`config.mk`:
```
export PLATFORM = sky130hd
export DESIGN_NAME = cascade_counter
export DESIGN_NICKNAME = d
export VERILOG_FILES = /design/src/rtl/ccnt_pkg.sv /design/src/rtl/ccnt_opdecode.sv /design/src/rtl/ccnt_stage.sv /design/src/rtl/cascade_counter.sv
export SDC_FILE = /design/constraint.sdc
export NUM_CORES = 1
export LEC_CHECK = 0
export BUFFER_PORTS_ARGS = -buffer_cell sky130_fd_sc_hd__clkbuf_2
export CORE_MARGIN = 1.5
export CORE_UTILIZATION = 35
export DETAILED_ROUTE_END_ITERATION = 16
export GPL_TIMING_DRIVEN = 0
export PLACE_DENSITY = 0.63
export SYNTH_ARGS = -nofsm -noshare
export SYNTH_HDL_FRONTEND = slang
export SYNTH_SLANG_ARGS = --single-unit
```
`constraint.sdc`:
```
create_clock -name clk -period 1.2 [get_ports clk]
set_input_delay 0 -clock clk [delete_from_list [all_inputs] [get_ports clk]]
set_output_delay 0 -clock clk [all_outputs]
set_load 0.02 [all_outputs]
```
`src/rtl/ccnt_pkg.sv`:
```
package ccnt_pkg;
    localparam int unsigned NIB = 4;

    typedef enum logic [1:0] {
        OP_HOLD  = 2'd0,
        OP_LOAD  = 2'd1,
        OP_COUNT = 2'd2
    } ccnt_op_t;
endpackage

```
`src/rtl/ccnt_opdecode.sv`:
```
module ccnt_opdecode
    import ccnt_pkg::*;
(
    input  logic     load_n,
    input  logic     pe,
    input  logic     te,
    output ccnt_op_t op
);
    // Load outranks counting; anything else holds.
    always_comb begin
        if (!load_n)
            op = OP_LOAD;
        else if (pe && te)
            op = OP_COUNT;
        else
            op = OP_HOLD;
    end
endmodule

```
`src/rtl/ccnt_stage.sv`:
```
module ccnt_stage
    import ccnt_pkg::*;
#(
    parameter int unsigned W = NIB
) (
    input  logic         clk,
    input  logic         clr_n,
    input  logic         load_n,
    input  logic         pe,
    input  logic         te,
    input  logic [W-1:0] din,
    output logic [W-1:0] q,
    output logic         tc
);
    localparam logic [W-1:0] TOP = {W{1'b1}};

    ccnt_op_t     op;
    logic [W-1:0] q_next;

    ccnt_opdecode u_dec (
        .load_n (load_n),
        .pe     (pe),
        .te     (te),
        .op     (op)
    );

    // Next-state selection
    always_comb begin
        unique case (op)
            OP_LOAD:  q_next = din;
            OP_COUNT: q_next = q + 1'b1;
            default:  q_next = q;
        endcase
    end

    // State register with asynchronous clear
    always_ff @(posedge clk or negedge clr_n) begin
        if (!clr_n)
            q <= '0;
        else
            q <= q_next;
    end

    // Look-ahead carry: combinational in te and stored value
    always_comb tc = te && (q == TOP);
endmodule

```
`src/rtl/cascade_counter.sv`:
```
module cascade_counter
    import ccnt_pkg::*;
#(
    parameter int unsigned STAGES = 2
) (
    input  logic                  clk,
    input  logic                  clr_n,
    input  logic                  load_n,
    input  logic                  cnt_en,
    input  logic                  chain_en,
    input  logic [STAGES*NIB-1:0] preset_data,
    output logic [STAGES*NIB-1:0] count_q,
    output logic                  carry_out
);
    logic [STAGES:0] link;

    assign link[0] = chain_en;

    for (genvar k = 0; k < STAGES; k++) begin : g_stage
        ccnt_stage #(.W(NIB)) u_stage (
            .clk    (clk),
            .clr_n  (clr_n),
            .load_n (load_n),
            .pe     (cnt_en),
            .te     (link[k]),
            .din    (preset_data[k*NIB +: NIB]),
            .q      (count_q[k*NIB +: NIB]),
            .tc     (link[k+1])
        );
    end

    assign carry_out = link[STAGES];
endmodule

```
==> results of run 1 <==
## how the worst max path moves through the flow
| stage | from | endpoint | cells after the start |
|---|---|---|---|
| global placement | g_stage[0].u_stage.q[0] | g_stage[1].u_stage.q[3] | 4 |
| floorplan | g_stage[0].u_stage.q[0] | g_stage[1].u_stage.q[3] | 4 |
| detailed placement | g_stage[0].u_stage.q[0] | g_stage[1].u_stage.q[3] | 4 |
| CTS | g_stage[0].u_stage.q[0] | g_stage[1].u_stage.q[3] | 4 |
| global route | g_stage[0].u_stage.q[0] | g_stage[1].u_stage.q[3] | 4 |
| finish | g_stage[0].u_stage.q[0] | g_stage[1].u_stage.q[3] | 4 |
## worst max-delay path: cells and delay by family (launching register included)
kind / cells / cell delay [ns]
AOI/OAI and AO/OA: 1 / 0.08
adders and majority gates: 1 / 0.16
DFF: 1 / 0.39
and+or+nand+nor: 2 / 0.59
## through the flow
step	worst slack [ns]	TNS, ns	util (%)	area [sq um]	hold WS [ns]
4_1_cts	-0.09961	-0.1460	62.07	726.9	0.006843
2_1_floorplan	-0.1066	-0.1521	-	491.7	-0.2956
6_report	-0.09182	-0.2279	65.06	762.0	0.003628
3_5_place_dp	-0.1191	-0.1656	52.03	609.3	-0.1367
3_3_place_gp	-0.08735	-0.1134	52.03	609.3	-0.1375
5_1_grt	-0.1647	-0.5385	65.06	762.0	0.01625
## cells in the mapped netlist, types with 2 or more instances
master	number	area, sq um
xor2_1	2	17.52
nand3_1	2	10.01
a21oi_1	3	15.01
o21ai_0	4	20.02
dfrtp_1	8	200.2
nand4_1	3	18.77
ha_1	2	25.02
a31oi_1	4	25.02
inv_1	2	7.510
nor2_1	9	33.78
nand2_1	4	15.01
or3_1	4	25.02
## layer usage
layer	global-route usage, %	vias up
li1	-	263
met5	0	-
met2	29.58	17
met4	5.172	0
met1	26.32	230
met3	6.818	0
## power by group
| group | switching [mW] | internal, mW |
|---|---|---|
| Sequential | 0.0408 | 0.303 |
| Clock | 0.104 | 0.128 |
| Combinational | 0.137 | 0.126 |
| Total | 0.282 | 0.557 |
## kinds of logic (layout without fill, tap and decap cells)
logic type / after synthesis / in the layout / synth area share [%]
AO/OA/AOI/OAI: 12 / 12 / 14.94
XOR/XNOR: 2 / 2 / 3.805
multiplexers: 1 / 1 / 2.174
flip-flops: 8 / 8 / 43.48
AND/OR/NAND/NOR: 24 / 24 / 26.63
adder cells (fa/ha/maj): 2 / 2 / 5.434
buffers and inverters: 4 / 39 / 3.531
## what timing repair did
action / in CTS / in global routing
buffers inserted: 3 / 2
gates cloned: 0 / 0
endpoints found under the hold margin: 13 / 0
hold buffers: 6 / 0
resized for setup: 2 / 4
setup endpoints to repair: 5 / 6
pin swaps: 2 / 1
## final cells by class
class,count,area (sq um)
fillers,107,409.1
multi-input cells,41,295.3
flip-flops and latches,8,206.4
repair buffers,31,200.2
clock buffers,4,26.28
well taps,14,17.52
plain buffers,2,8.758
inverters,2,7.507
==> results.json, run 1 <==
{
  "async_reset_ff_share_pct": 100.0,
  "core-area_sq_um": 1171,
  "dp_hpwl_um": 843.7,
  "syn_area_sq_um": 460.4,
  "finClkSkew_ns": 0.007975,
  "outcome": "finished, violations left",
  "drt-met1-wl_um": 571,
  "die_h_um": 39.27,
  "ys_dominant_reg_cell": "dfrtp_1",
  "reg_top3": "g_stage.u_stage.q: 8 flops",
  "num_rows": 12,
  "failed_checks": "setup timing",
  "postRouteAntennaNets": 0,
  "maxCapViolCount": 0,
  "first_pass_iters": 4,
  "required_ns": 1.37,
  "num_io_pins": 22,
  "route.detailed.drc": 0,
  "hold_viol": 0,
  "grt_pass1_wl_um": 2014,
  "routedWlPerCell_um": 12.20,
  "cts.sinks": 8,
  "leakagePower_nw": 0.3313,
  "wl_met3_um": 83,
  "path_cells": "ha_4 > nand4_1 > or4b_1 > o221ai_2",
  "cpPeakStageDelay_ns": 0.50,
  "vias_per_cell": 5.000,
  "path_class": "reg -> reg",
  "grt_max_degree": 11,
  "antennaDiodeCount": 0,
  "drt_iter0_drc": 9,
  "finalNetCount": 104,
  "cp_max_fo": 4,
  "seq_area_frac_synth_pct": 43.48,
  "grt_overflow": 0,
  "fp.dieW_um": 39.27,
  "hp-start": "preset_data[2]",
  "top_register": "g_stage.u_stage.q",
  "end_kind": "flop",
  "yosysUniqueCellTypes": 18,
  "largest_reg_flops": 8,
  "place_inst": 87,
  "worst_pin_slew_ns": 0.3386,
  "hold_path_depth": 3,
  "power_density_nw_per_um2": 1101,
  "min_path_type": "in -> reg",
  "finalSetupViolations": 4,
  "final_layout_size_suffix_gt1_share_pct": 44.32,
  "syn_area_per_cell_sq_um": 8.688,
  "slowest_stage": "or4b_1",
  "io_buffers": 20,
  "antenna_found_initial": 0,
  "fmax_ghz": 0.7741,
  "path_clk_slew_ns": 0.05,
  "postSynthCellCount": 53,
  "finalCriticalPeriod_ns": 1.292,
  "fin_ws_ns": -0.09182,
  "syn_to_final_growth_pct": 65.49,
  "top_layer": "met3",
  "cp.arrival_ns": 1.47,
  "grt_pass1_vias": 453,
  "r2r-start": "g_stage[0].u_stage.q[0]",
  "ys_ff_latch": 8,
  "ys.warnings.count": 0,
  "syn_nets": 68,
  "finalCritPeriodShare_pct": 107.7,
  "tritoncts": "yes",
  "reg2reg_depth": 4,
  "initial_core_util_pct": 39.32,
  "grt_usage_pct": 19.59,
  "final_cells": 102,
  "clk_latency_ns": 0.26,
  "wirelength_um": 1244,
  "htree_num_levels": 1,
  "numCtsBuffers": 3,
  "rsz0062_at_grt": "true",
  "gp_congestion": 0.6761,
  "cp-start-kind": "flop",
  "min_to": "g_stage[0].u_stage.q[2]",
  "timing.rr.end": "g_stage[1].u_stage.q[3]",
  "dieArea_sq_um": 1542,
  "synth-edff-count": 0,
  "num_vias": 510,
  "finalMaxSlewViolations": 0,
  "mostFrequentLayoutCell": "clkbuf_2",
  "final_cell_mix": "clkbuf_2, nor2_1, dlygate4sd3_1, buf_4, dfrtp_2",
  "irDropWorstVdd_mv": 0.8143,
  "dr_wl_met2_um": 588,
  "root_buffer": "clkbuf_4",
  "cts.path.max_buffers": 2,
  "r2r_slack_ns": -0.09,
  "total_power_mw": 0.8388,
  "maxSlewHeadroom_pct": 77.43
}
Note: power is estimated with default switching activity, not from simulation.
==> run 2, diff against run 1 <==
Settings changed: CORE_AREA set to 2 2 39 41, CORE_MARGIN 1.5 to not set, CORE_UTILIZATION 35 to not set, DIE_AREA set to 0 0 41 43, PLACE_DENSITY 0.63 to 0.6.
Clock period 1.2 ns to 1.4 ns, I/O delays scaled along.
==> run 2 against run 1 <==
  * The flow finishes with violations (hold timing)
  * Flip-flop and latch count unchanged
  * Combinational power down 21%
  * Clock power shrank 10%
  * First-iteration DRC count down 22%
  * Sequential share of layout area is 1.4 points higher
  * Total power fell by 16%
  * Worst hold slack got worse by 0.0084 ns
  * Setup slack gained 0.15 ns
  * Register-to-register slack better by 0.15 ns
  * Final cell count grew 0.98%
  * Critical path type unchanged
  * Critical endpoint is now g_stage[1].u_stage.q[1]
==> results.json, run 2 (same netlist as run 1, synthesis figures left out) <==
{
  "finalMaxSlewViolations": 0,
  "hold_viol": 1,
  "finClkSkew_ns": 0.009617,
  "irDropWorstVdd_mv": 0.3344,
  "required_ns": 1.58,
  "htree_num_levels": 1,
  "initial_core_util_pct": 33.27,
  "maxSlewHeadroom_pct": 75.26,
  "antennaDiodeCount": 0,
  "layout.area.seq_sq_um": 202.7,
  "vias_per_cell": 5.039,
  "finalNetCount": 103,
  "hold_slack_ns": -0.004734,
  "path_class": "reg -> reg",
  "cp_max_fo": 4,
  "cp.arrival_ns": 1.52,
  "reg_top3": "g_stage.u_stage.q: 8 flops",
  "final_cells": 103,
  "power.switching_mw": 0.2405,
  "path_clk_slew_ns": 0.06,
  "post-place-ws_ns": 0.00008238,
  "tritoncts": "yes",
  "drt_iter0_drc": 7,
  "num_rows": 14,
  "grt_max_degree": 11,
  "p_sw_share_pct": 34.11,
  "die_h_um": 43,
  "multi_input_area_sq_um": 256.5,
  "route.detailed.drc": 0,
  "dp_hpwl_um": 884.4,
  "dieArea_sq_um": 1763,
  "power_density_nw_per_um2": 990.5,
  "power_frac_comb_pct": 29.4,
  "post_dp_cell_area_sq_um": 583.1,
  "outcome": "finished, violations left",
  "cts.sinks": 8,
  "io_buffers": 20,
  "grt_overflow": 0,
  "grt_pass1_wl_um": 1945,
  "routedWlPerCell_um": 12.67,
  "min_path_type": "in -> reg",
  "pwr-share-clk_pct": 29.5,
  "end_kind": "flop",
  "final_cell_mix": "clkbuf_2, nor2_1, dfrtp_1, dlygate4sd3_1",
  "finalCritPeriodShare_pct": 96.02,
  "fmax_ghz": 0.7439,
  "postRouteAntennaNets": 0,
  "setup-tns-final_ns": 0,
  "p_seq_share_pct": 41.1,
  "intPower_mw": 0.4647,
  "fin_area_sq_um": 711.9,
  "fp.dieW_um": 41,
  "grt_usage_pct": 16.28,
  "rsz0062_at_grt": "false",
  "place_inst": 89,
  "num_vias": 519,
  "mostFrequentLayoutCell": "clkbuf_2",
  "finalSetupViolations": 0,
  "largest_reg_flops": 8,
  "failed_checks": "hold timing",
  "num_io_pins": 22,
  "fin_ws_ns": 0.05574,
  "wirelength_um": 1305,
  "clk_latency_ns": 0.27,
  "cp-start-kind": "flop",
  "fillers": 137,
  "leakagePower_nw": 0.3252,
  "worst_pin_slew_ns": 0.3711,
  "gp_congestion": 0.7028,
  "core-area_sq_um": 1384,
  "final_layout_size_suffix_gt1_share_pct": 36.78,
  "syn_to_final_growth_pct": 54.62,
  "antenna_found_initial": 0,
  "first_pass_iters": 4,
  "finalCriticalPeriod_ns": 1.344,
  "maxCapViolCount": 0,
  "top_register": "g_stage.u_stage.q",
  "grt_pass1_vias": 462,
  "root_buffer": "clkbuf_4",
  "cts.path.max_buffers": 2,
  "numCtsBuffers": 3
}
## run 2: layout make-up
cell class / instances / area share (%)
well taps: 16 / 2.812
repair buffers: 30 / 26.71
flip-flops and latches: 8 / 28.47
inverters: 2 / 1.054
clock buffers: 4 / 3.691
multi-input cells: 41 / 36.03
plain buffers: 2 / 1.230
## run 2: stage by stage
| step | total power [mW] | utilization (%) |
|---|---|---|
| after global placement | 0.4519 | 42.13 |
| after detailed placement | 0.4586 | 42.13 |
| after floorplan | 0.3876 | - |
| final | 0.7052 | 51.45 |
| after CTS | 0.6780 | 48.55 |
| after global routing | 0.7459 | 51.45 |
## run 2: worst max-delay path, stage by stage, from the launching register on
cell and delay [ns]:
dfrtp_1 0.41, ha_1 0.29, inv_1 0.04, or3_1 0.35, a31oi_1 0.17
## run 2: path summary, 6_finish.rpt
check,to,slack [ns],cells past startpoint,startpoint
worst max-delay path,g_stage[1].u_stage.q[1],0.06,4,g_stage[1].u_stage.q[1]
worst min-delay path,g_stage[1].u_stage.q[2],-0.005,3,preset_data[6]
worst max register to register,g_stage[1].u_stage.q[1],0.06,4,g_stage[1].u_stage.q[1]
worst min register to register,g_stage[1].u_stage.q[2],0.62,2,g_stage[1].u_stage.q[2]
max in group asynchronous,g_stage[0].u_stage.q[0],1.08,2,clr_n
min in group asynchronous,g_stage[0].u_stage.q[2],0.11,2,clr_n
## run 2: metal layers
| layer | vias up | wire length [um] | track usage [%] |
|---|---|---|---|
| met3 | 2 | 64 | 3.141 |
| met1 | 241 | 553 | 18.75 |
| met5 | - | 0 | 0 |
| met2 | 15 | 670 | 26.88 |
| met4 | 0 | 17 | 8.000 |
| li1 | 261 | - | - |
## run 2: power by group through the flow
stage | combinational (mW) | clock (mW) | sequential (mW)
detailed placement | 0.164 | 0 | 0.294
finish | 0.208 | 0.208 | 0.290
CTS | 0.180 | 0.208 | 0.290
global route | 0.229 | 0.223 | 0.294
global placement | 0.159 | 0 | 0.293
floorplan | 0.0688 | 0 | 0.319
## run 2: timing repair
item	CTS	global route
hold buffers	6	0
setup endpoints to repair	1	3
setup buffers	0	4
gates resized for setup	1	1
endpoints found under the hold margin	13	0
